`config.mk`:
```
export PLATFORM = sky130hd
export DESIGN_NAME = can_status_unit
export DESIGN_NICKNAME = d
export VERILOG_FILES = /design/src/rtl/canstat_pkg.sv /design/src/rtl/canstat_dp.sv /design/src/rtl/canstat_ctrl.sv /design/src/rtl/can_status_unit.sv
export SDC_FILE = /design/constraint.sdc
export NUM_CORES = 1
export LEC_CHECK = 0
export CORE_MARGIN = 1.5
export CORE_UTILIZATION = 45
export DETAILED_ROUTE_END_ITERATION = 6
export PLACE_DENSITY = 0.87
export SLEW_MARGIN = 20
export SYNTH_ARGS = -nofsm -noshare
export SYNTH_HDL_FRONTEND = slang
export SYNTH_SLANG_ARGS = --single-unit
```
`constraint.sdc`:
```
create_clock -name clk -period 2.7 [get_ports clk]
set_input_delay 0.675 -clock clk [delete_from_list [all_inputs] [get_ports clk]]
set_output_delay 0.675 -clock clk [all_outputs]
set_load 0.03 [all_outputs]
```
`src/rtl/canstat_pkg.sv`:
```
package canstat_pkg;
  typedef enum logic [1:0] {
    REG_CTRL = 2'd0,
    REG_STAT = 2'd1,
    REG_ERRC = 2'd2,
    REG_INTR = 2'd3
  } regSel_e;

  typedef struct packed {
    logic busOff;
    logic warn;
    logic passive;
  } errFlags_t;

  // strobes from control to datapath
  typedef struct packed {
    logic       wrStatus;
    logic [7:0] wrData;
  } dpCmd_t;

  localparam logic [7:0]  CTRL_WMASK      = 8'hEF;
  localparam logic [7:0]  CTRL_RESET      = 8'h01;
  localparam logic [15:0] STATUS_IRQ_CODE = 16'h8000;
  localparam logic [2:0]  LEC_NONE        = 3'd0;
  localparam logic [2:0]  LEC_SENTINEL    = 3'd7;
endpackage

```
`src/rtl/canstat_dp.sv`:
```
module canstat_dp
  import canstat_pkg::*;
#(
  parameter int TXC_W    = 9,
  parameter int RXC_W    = 8,
  parameter int WARN_LVL = 96,
  parameter int PASS_LVL = 127,
  parameter int BOFF_LVL = 255
) (
  input  logic             clk,
  input  logic             rstN,
  input  dpCmd_t           cmd,
  input  logic             errUpd,
  input  logic [TXC_W-1:0] txErrIn,
  input  logic [RXC_W-1:0] rxErrIn,
  input  logic             txOkEv,
  input  logic             rxOkEv,
  input  logic             lecEv,
  input  logic [2:0]       lecCode,
  output errFlags_t        flags,
  output logic [7:0]       statusByte,
  output logic [15:0]      errWord
);
  localparam logic [TXC_W-1:0] TX_WARN = TXC_W'(WARN_LVL);
  localparam logic [TXC_W-1:0] TX_PASS = TXC_W'(PASS_LVL);
  localparam logic [TXC_W-1:0] TX_BOFF = TXC_W'(BOFF_LVL);
  localparam logic [RXC_W-1:0] RX_WARN = RXC_W'(WARN_LVL);
  localparam logic [RXC_W-1:0] RX_PASS = RXC_W'(PASS_LVL);

  logic [TXC_W-1:0] txCnt;
  logic [RXC_W-1:0] rxCnt;
  logic             txOk, rxOk;
  logic [2:0]       lec;
  logic             rxPassive;

  always_ff @(posedge clk) begin
    if (!rstN) begin
      txCnt <= '0;
      rxCnt <= '0;
    end else if (errUpd) begin
      txCnt <= txErrIn;
      rxCnt <= rxErrIn;
    end
  end

  // engine events take priority over CPU writes in the same cycle
  always_ff @(posedge clk) begin
    if (!rstN) begin
      txOk <= 1'b0;
      rxOk <= 1'b0;
      lec  <= LEC_NONE;
    end else begin
      if (txOkEv)                               txOk <= 1'b1;
      else if (cmd.wrStatus && !cmd.wrData[3])  txOk <= 1'b0;
      if (rxOkEv)                               rxOk <= 1'b1;
      else if (cmd.wrStatus && !cmd.wrData[4])  rxOk <= 1'b0;
      if (lecEv)                                lec  <= lecCode;
      else if (cmd.wrStatus)                    lec  <= cmd.wrData[2:0];
    end
  end

  always_comb begin
    rxPassive     = rxCnt > RX_PASS;
    flags.busOff  = txCnt > TX_BOFF;
    flags.warn    = (txCnt >= TX_WARN) || (rxCnt >= RX_WARN);
    flags.passive = (txCnt > TX_PASS) || rxPassive;
    statusByte    = {flags.busOff, flags.warn, flags.passive, rxOk, txOk, lec};
    errWord       = {rxPassive, rxCnt[6:0], txCnt[7:0]};
  end
endmodule

```
`src/rtl/canstat_ctrl.sv`:
```
module canstat_ctrl
  import canstat_pkg::*;
#(
  parameter int OBJ_W = 6
) (
  input  logic             clk,
  input  logic             rstN,
  input  logic             cpuSel,
  input  logic             cpuWr,
  input  logic [1:0]       cpuAddr,
  input  logic [7:0]       cpuWdata,
  input  errFlags_t        flags,
  input  logic [7:0]       statusByte,
  input  logic [15:0]      errWord,
  input  logic             txOkEv,
  input  logic             rxOkEv,
  input  logic             lecEv,
  input  logic [2:0]       lecCode,
  input  logic [OBJ_W-1:0] pendObj,
  output dpCmd_t           cmd,
  output logic [7:0]       ctrlReg,
  output logic             stsPend,
  output logic [15:0]      intrCode,
  output logic [15:0]      cpuRdata,
  output logic             irqOut
);
  localparam int PAD_W = 16 - OBJ_W;

  errFlags_t  prevFlags;
  logic       wrCtrl, wrStat, rdStat;
  logic       errIe, stsIe, modIe;
  logic       lecHit, okHit, stateHit, boffRise, stsSet;
  logic [7:0] ctrlNext;

  always_comb begin
    wrCtrl   = cpuSel && cpuWr && (cpuAddr == REG_CTRL);
    wrStat   = cpuSel && cpuWr && (cpuAddr == REG_STAT);
    rdStat   = cpuSel && !cpuWr && (cpuAddr == REG_STAT);
    errIe    = ctrlReg[3];
    stsIe    = ctrlReg[2];
    modIe    = ctrlReg[1];
    lecHit   = lecEv && errIe && (lecCode != LEC_NONE) && (lecCode != LEC_SENTINEL);
    okHit    = (txOkEv || rxOkEv) && stsIe;
    stateHit = flags != prevFlags;
    boffRise = flags.busOff && !prevFlags.busOff;
    stsSet   = lecHit || okHit || stateHit;
    ctrlNext = wrCtrl ? (cpuWdata & CTRL_WMASK) : ctrlReg;
    if (boffRise) ctrlNext[0] = 1'b1;
    cmd.wrStatus = wrStat;
    cmd.wrData   = cpuWdata;
  end

  always_ff @(posedge clk) begin
    if (!rstN) begin
      prevFlags <= '0;
      ctrlReg   <= CTRL_RESET;
      stsPend   <= 1'b0;
    end else begin
      prevFlags <= flags;
      ctrlReg   <= ctrlNext;
      if (stsSet)      stsPend <= 1'b1;
      else if (rdStat) stsPend <= 1'b0;
    end
  end

  always_comb begin
    intrCode = stsPend ? STATUS_IRQ_CODE : {{PAD_W{1'b0}}, pendObj};
    irqOut   = modIe && (intrCode != 16'h0000);
    case (regSel_e'(cpuAddr))
      REG_CTRL: cpuRdata = {8'h00, ctrlReg};
      REG_STAT: cpuRdata = {8'h00, statusByte};
      REG_ERRC: cpuRdata = errWord;
      default:  cpuRdata = intrCode;
    endcase
  end
endmodule

```
`src/rtl/can_status_unit.sv`:
```
module can_status_unit
  import canstat_pkg::*;
#(
  parameter int TXC_W    = 9,
  parameter int RXC_W    = 8,
  parameter int OBJ_W    = 6,
  parameter int WARN_LVL = 96,
  parameter int PASS_LVL = 127,
  parameter int BOFF_LVL = 255
) (
  input  logic             clk,
  input  logic             rstN,
  input  logic             cpuSel,
  input  logic             cpuWr,
  input  logic [1:0]       cpuAddr,
  input  logic [7:0]       cpuWdata,
  output logic [15:0]      cpuRdata,
  input  logic             errUpd,
  input  logic [TXC_W-1:0] txErrIn,
  input  logic [RXC_W-1:0] rxErrIn,
  input  logic             txOkEv,
  input  logic             rxOkEv,
  input  logic             lecEv,
  input  logic [2:0]       lecCode,
  input  logic [OBJ_W-1:0] pendObj,
  output logic [7:0]       ctrlOut,
  output logic             irqOut
);
  dpCmd_t      cmdW;
  errFlags_t   flagsW;
  logic [7:0]  statusW;
  logic [15:0] errWordW;
  logic        stsPendW;
  logic [15:0] intrCodeW;

  canstat_dp #(
    .TXC_W(TXC_W), .RXC_W(RXC_W), .WARN_LVL(WARN_LVL),
    .PASS_LVL(PASS_LVL), .BOFF_LVL(BOFF_LVL)
  ) u_dp (
    .clk(clk), .rstN(rstN), .cmd(cmdW),
    .errUpd(errUpd), .txErrIn(txErrIn), .rxErrIn(rxErrIn),
    .txOkEv(txOkEv), .rxOkEv(rxOkEv), .lecEv(lecEv), .lecCode(lecCode),
    .flags(flagsW), .statusByte(statusW), .errWord(errWordW)
  );

  canstat_ctrl #(.OBJ_W(OBJ_W)) u_ctrl (
    .clk(clk), .rstN(rstN), .cpuSel(cpuSel), .cpuWr(cpuWr),
    .cpuAddr(cpuAddr), .cpuWdata(cpuWdata),
    .flags(flagsW), .statusByte(statusW), .errWord(errWordW),
    .txOkEv(txOkEv), .rxOkEv(rxOkEv), .lecEv(lecEv), .lecCode(lecCode),
    .pendObj(pendObj), .cmd(cmdW), .ctrlReg(ctrlOut), .stsPend(stsPendW),
    .intrCode(intrCodeW), .cpuRdata(cpuRdata), .irqOut(irqOut)
  );
endmodule

```
==> results.py, run 1 <==
metrics = {
    "pwr": {
        "clock_power_share_pct": 31.9,
        "p_sw_w": 0.000311,
        "leakage_nw": 1.04,
        "totalPowerFinal_w": 0.00117,
        "p_sw_share_pct": 26.6,
        "p_comb_share_pct": 22.4,
        "power_frac_seq_pct": 45.7,
        "p_int_w": 0.000857,
        "power_per_cell_area_nw_per_um2": 475,
        "ir_worst_vdd_v": 0.000347,
    },
    "finish": {
        "stdcell_area_um2": 2460,
        "nets": 292,
        "insertedDiodeCount": 0,
        "drive_above_1_share_pct": 15.0,
        "nFillCells": 278,
        "syn_to_final_growth_pct": 47.4,
    },
    "logic_synthesis": {
        "synth-async-reset-ratio_pct": 0,
        "postSynthCellCount": 174,
        "syn_area_per_cell_um2": 9.58,
        "yosys_warnings": 0,
        "synth.distinct_cells": 33,
        "ys_top_cells_by_area": "dfxtp_1 40%, mux2i_1 20%, nor2b_1 9.0%",
        "syn-num-nets": 219,
        "yosys_register_bits": 33,
        "ys.flop_type": "dfxtp_1",
        "synth_top_area_share_pct": 39.6,
        "synth_edf_count": 0,
        "yosys-top-cells-count": "33 x dfxtp_1, 33 x mux2i_1, 24 x nor2b_1, 11 x and2_1, 9 x nand2_1",
        "netlist_area_um2": 1670,
        "synth_top_cell_by_area": "dfxtp_1",
        "yosysSeqAreaShare_pct": 39.6,
    },
    "drt": {
        "vias": 1496,
        "wl_per_cell_um": 13.9,
        "vias_per_cell": 5.11,
        "routed_wl_um": 4070,
        "ant_nets": 0,
        "drt_iter0_drc": 62,
        "drtPass1Iterations": 4,
        "drcViolationCount": 0,
    },
    "global_routing": {
        "use_met3_pct": 5.81,
        "met2_usage_pct": 34.9,
        "grt_busiest_layer": "met2",
        "gr-total-overflow": 0,
        "grt_max_degree": 34,
        "antenna_found_initial": 0,
        "track_usage_pct": 21.1,
        "grt_pass1_wl_um": 6760,
        "use_met1_pct": 26.0,
        "grt_pass1_vias": 1494,
    },
    "sta": {
        "fin_crit_ns": 2.62,
        "drv_slew": 0,
        "setup_viol": 0,
        "rsz0062_at_grt": "false",
        "worst_slack_ns": 0.0781,
        "final.setup.tns_ns": 0,
        "max_freq_mhz": 381,
        "skew_ns": 0.00203,
        "slew_headroom_pct": 66.2,
        "final-hold-violation-count": 0,
        "period_share_pct": 97.1,
        "worstMarginPinSlew_ns": 0.505,
    },
    "place": {
        "port-buffer-count": 67,
        "place_ws_ns": -0.0738,
        "gp_congestion": 0.773,
        "hpwl_um": 3040,
        "placed_area_um2": 2360,
    },
    "cts": {
        "clock_insertion_delay_worst_skew_ns": 0.28,
        "cts_htree_levels": 2,
        "tritoncts": "built",
        "cts_buffer_depth": 2,
        "holdBufCountCts": 0,
        "cts_root_buf": "clkbuf_8",
        "cts_buffers": 5,
        "clkSlewWorstSetupHoldPaths_ns": 0.06,
        "post_cts_buffers": 0,
        "clock_sinks": 33,
    },
    "die": {
        "die_height_um": 63.9,
        "die_area_um2": 4080,
        "initial_utilization_pct": 48.4,
        "die_width_um": 63.9,
        "rows": 21,
        "pin_count": 69,
        "core_um2": 3440,
    },
    "critical_path": {
        "path_max_fanout": 5,
        "critPathKind": "primary input to output pin",
        "crit_family": "buffers and inverters",
        "path_cells": "clkdlybuf4s50_1, inv_1, buf_4, a221oi_1, a21oi_1, buf_4",
        "cp-end-kind": "output pin",
        "crit_required_ns": 2.03,
        "arrival_ns": 1.95,
        "cpMaxStageDelayCell": "clkdlybuf4s50_1",
        "cp_num_buf_inv": 4,
        "cp_common_cell": "buf_4",
        "cp_slowest_stage_delay_ns": 0.49,
        "start_kind": "primary input",
    },
    "run": {
        "drv_cap": 0,
    },
    "outcome": {
        "status": "complete, no violations",
    },
    "worst_hold_path": {
        "worstHoldPathType": "flop to flop",
    },
}
layer usage:
| layer | vias up | share of wire (%) |
|---|---|---|
| met3 | 5 | 8.0 |
| met2 | 66 | 46 |
| li1 | 748 | - |
| met1 | 677 | 45 |
| met4 | 0 | 1.4 |
| met5 | - | 0 |
logic make-up (layout without fill, tap and decap cells):
| kind of cell | Yosys count | after routing | synth area share, % |
|---|---|---|---|
| simple gates | 65 | 65 | 24.1 |
| mux | 33 | 33 | 19.8 |
| flops | 33 | 33 | 39.6 |
| compound gates | 26 | 26 | 10.1 |
| buf+inv | 13 | 86 | 4.35 |
| xor+xnor | 2 | 2 | 1.05 |
| fa+ha+maj | 1 | 1 | 0.751 |
| other cells | 1 | 1 | 0.225 |
power by group through the flow:
stage | registers, W | logic (W) | clock network [W]
2_1_floorplan | 0.000542 | 0.000137 | 0
3_3_place_gp | 0.000544 | 0.000256 | 0
3_5_place_dp | 0.000544 | 0.000260 | 0
4_1_cts | 0.000534 | 0.000261 | 0.000379
5_1_grt | 0.000537 | 0.000280 | 0.000404
6_report | 0.000534 | 0.000261 | 0.000372
placed cells by master, fill, tap and decap left out, drive strengths merged, types with 2 or more instances in the layout:
cell,n
clkdlybuf4s50,50
mux2i,33
dfxtp,33
buf,25
nor2b,24
and2,12
nand2,9
o21ai,8
clkbuf,7
nor2,6
a21oi,6
a221oi,5
nor3,5
o21a,4
inv,3
nand3,2
xor2,2
path summary, 6_finish.rpt:
| path | start | endpoint | slack, ns | cells past startpoint |
|---|---|---|---|---|
| worst min register to register | u_dp.rxCnt[0] | u_dp.rxCnt[0] | 0.52 | 2 |
| worst max register to register | u_dp.txCnt[8] | u_ctrl.stsPend | 1.38 | 4 |
| worst min-delay path | u_dp.rxCnt[0] | u_dp.rxCnt[0] | 0.52 | 2 |
| worst max-delay path | cpuAddr[0] | cpuRdata[2] | 0.08 | 6 |
per-stage QoR:
step / util, % / cells / hold slack (ns)
after global placement: 68.6 / 286 / 0.489
after floorplan: - / 174 / 0.474
after detailed placement: 68.6 / 286 / 0.498
after CTS: 71.1 / 293 / 0.516
after global routing: 71.4 / 293 / 0.539
final: 71.4 / 293 / 0.515
tightest hold or removal path, delay by kind of cell (launching register included):
kind          cells  cell delay, ns
flops             1            0.32
mux               1            0.06
simple gates      1            0.10
sequential cells by signal, indices dropped and copies added, names as in the netlist:
signal and count:
u_ctrl.stsPend 1, u_dp.lec 3, u_ctrl.ctrlReg 7, u_dp.txCnt 9, u_dp.txOk 1, u_dp.rxCnt 8
u_ctrl.prevFlags 3, u_dp.rxOk 1
area by class of cell:
type	count	area (µm²)	share of cell area, %
Multi-Input combinational cell	128	940	38.3
Timing Repair Buffer	76	701	28.5
Sequential cell	33	661	26.9
Clock buffer	7	86.3	3.52
Tap cell	46	57.6	2.34
Inverter	3	11.3	0.458
what timing repair did:
item                                    CTS  global route
pin swaps                                 0             0
gates resized for setup                   1             2
endpoints found under the setup margin    1             4
Power figures use the tool's default switching activity.
==> run 2: changes to the inputs <==
--- a/config.mk
+++ b/config.mk
@@ -8,7 +8,8 @@
 export CORE_MARGIN = 1.5
 export CORE_UTILIZATION = 45
 export DETAILED_ROUTE_END_ITERATION = 6
-export PLACE_DENSITY = 0.87
+export GPL_ROUTABILITY_DRIVEN = 0
+export PLACE_DENSITY = 0.84
 export SLEW_MARGIN = 20
 export SYNTH_ARGS = -nofsm -noshare
 export SYNTH_HDL_FRONTEND = slang
==> results.py, run 2 (synthesized netlist as in run 1, its figures left out) <==
metrics = {
    "finish": {
        "regMostFlops": "u_dp.txCnt",
        "postLayoutCoreUtil_pct": 71.3,
        "reg_top3": "u_dp.txCnt: 9 flops, u_dp.rxCnt: 8 flops, u_ctrl.ctrlReg: 7 flops",
        "syn_to_final_growth_pct": 47.3,
        "final_cell_mix": "49 x clkdlybuf4s50_1, 33 x mux2i_1, 33 x dfxtp_1",
        "insertedDiodeCount": 0,
        "drive_above_1_share_pct": 15.7,
        "final_common_cell": "clkdlybuf4s50_1",
        "largest_reg_flops": 9,
        "nets": 292,
    },
    "critical_path": {
        "cp-end-kind": "output pin",
        "cpMaxStageDelayCell": "clkdlybuf4s50_1",
        "cp_common_cell": "buf_4",
        "start_kind": "primary input",
        "path_max_fanout": 12,
        "crit_required_ns": 2.03,
        "critPathKind": "primary input to output pin",
        "cp_slowest_stage_delay_ns": 0.51,
        "path_cells": "clkdlybuf4s50_1, inv_1, buf_4, a221oi_1, nor2_1, buf_4",
        "arrival_ns": 1.95,
    },
    "global_routing": {
        "gr-total-overflow": 0,
        "grt_max_degree": 34,
        "track_usage_pct": 21.7,
        "antenna_found_initial": 0,
        "grt_pass1_vias": 1419,
        "grt_pass1_wl_um": 6730,
    },
    "drt": {
        "drcViolationCount": 0,
        "routed_wl_um": 4130,
        "vias_per_cell": 5.11,
        "ant_nets": 0,
        "drt_iter0_drc": 63,
        "vias": 1501,
        "drtPass1Iterations": 4,
        "wl_per_cell_um": 14.0,
    },
    "sta": {
        "fin_crit_ns": 2.62,
        "skew_ns": 0.00698,
        "final.setup.tns_ns": 0,
        "setup_viol": 0,
        "final-hold-violation-count": 0,
        "max_freq_mhz": 381,
        "rsz0062_at_grt": "false",
        "period_share_pct": 97.2,
        "drv_slew": 0,
    },
    "pwr": {
        "p_int_w": 0.000837,
        "p_sw_share_pct": 27.2,
        "p_comb_share_pct": 22.6,
        "clock_power_share_pct": 30.9,
        "power_frac_seq_pct": 46.5,
        "power_per_cell_area_nw_per_um2": 469,
        "p_sw_w": 0.000313,
        "ir_worst_vdd_v": 0.000285,
        "leakage_nw": 1.04,
    },
    "die": {
        "die_width_um": 63.9,
        "initial_utilization_pct": 48.4,
        "die_area_um2": 4080,
        "die_height_um": 63.9,
        "pin_count": 69,
        "rows": 21,
        "core_um2": 3440,
    },
    "cts": {
        "clkSlewWorstSetupHoldPaths_ns": 0.06,
        "tritoncts": "built",
        "cts_htree_levels": 2,
        "cts_buffer_depth": 2,
        "clock_sinks": 33,
        "clock_insertion_delay_worst_skew_ns": 0.29,
        "cts_buffers": 5,
        "cts_root_buf": "clkbuf_8",
        "holdBufCountCts": 0,
    },
    "place": {
        "port-buffer-count": 67,
        "hpwl_um": 3020,
    },
    "worst_hold_path": {
        "worstHoldPathType": "flop to flop",
    },
    "outcome": {
        "status": "complete, no violations",
    },
    "run": {
        "drv_cap": 0,
    },
}
## run 2: cell types whose count changed in the layout (fill, tap and decap cells not counted), sizes merged
cell,delta
clkdlybuf4s50,-1
dlygate4sd2,-1
clkbuf,+1
dlymetal6s2s,+1
buf,+1
## run 2: final cells by class
type	count	area [µm²]
repair buffers	76	702
flip-flops and latches	33	661
inverters	3	11.3
multi-input cells	128	943
fillers	278	987
clock buffers	8	80.1
well taps	46	57.6
## run 2: timing repair
item                       in CTS  in global routing
resized for setup               2                  4
setup endpoints to repair      12                  5
buffers inserted                0                  2
## run 2: critical path, delay by kind of cell
kind	cells	cell delay [ns]
AOI/OAI and AO/OA	1	0.26
buffers and inverters	4	0.94
and+or+nand+nor	1	0.08
## run 2: power by group through the flow
stage | sequential (W) | clock [W] | combinational [W]
after CTS | 0.000535 | 0.000361 | 0.000257
after detailed placement | 0.000545 | 0 | 0.000255
after floorplan | 0.000542 | 0 | 0.000137
final | 0.000535 | 0.000356 | 0.000260
after global routing | 0.000538 | 0.000392 | 0.000281
after global placement | 0.000544 | 0 | 0.000252
## run 2: stage by stage
stage	hold WS (ns)	std cells	power (W)	cell area, µm²	worst slack, ns
floorplan	0.474	174	0.000679	1670	0.128
global placement	0.489	284	0.000796	2340	-0.0484
detailed placement	0.492	284	0.000801	2340	-0.0355
CTS	0.513	292	0.00115	2430	0.0411
global route	0.554	294	0.00121	2450	0.00592
finish	0.508	294	0.00115	2450	0.0765
## run 2: path summary, 6_finish.rpt
check                                    from        endpoint  slack [ns]  cells past startpoint
worst max-delay path               cpuAddr[1]     cpuRdata[5]        0.08                      6
worst min-delay path            u_dp.rxCnt[2]   u_dp.rxCnt[2]        0.51                      2
worst max register to register  u_dp.txCnt[8]  u_ctrl.stsPend        1.37                      4
worst min register to register  u_dp.rxCnt[2]   u_dp.rxCnt[2]        0.51                      2
## run 2: per-layer routing
layer | GRT usage (%) | part of all wire, % | vias to the layer above
li1 | - | - | 752
met4 | 10.6 | 2.2 | 0
met2 | 33.5 | 44 | 67
met5 | 0 | 0 | -
met3 | 7.39 | 8.7 | 9
met1 | 26.8 | 45 | 673
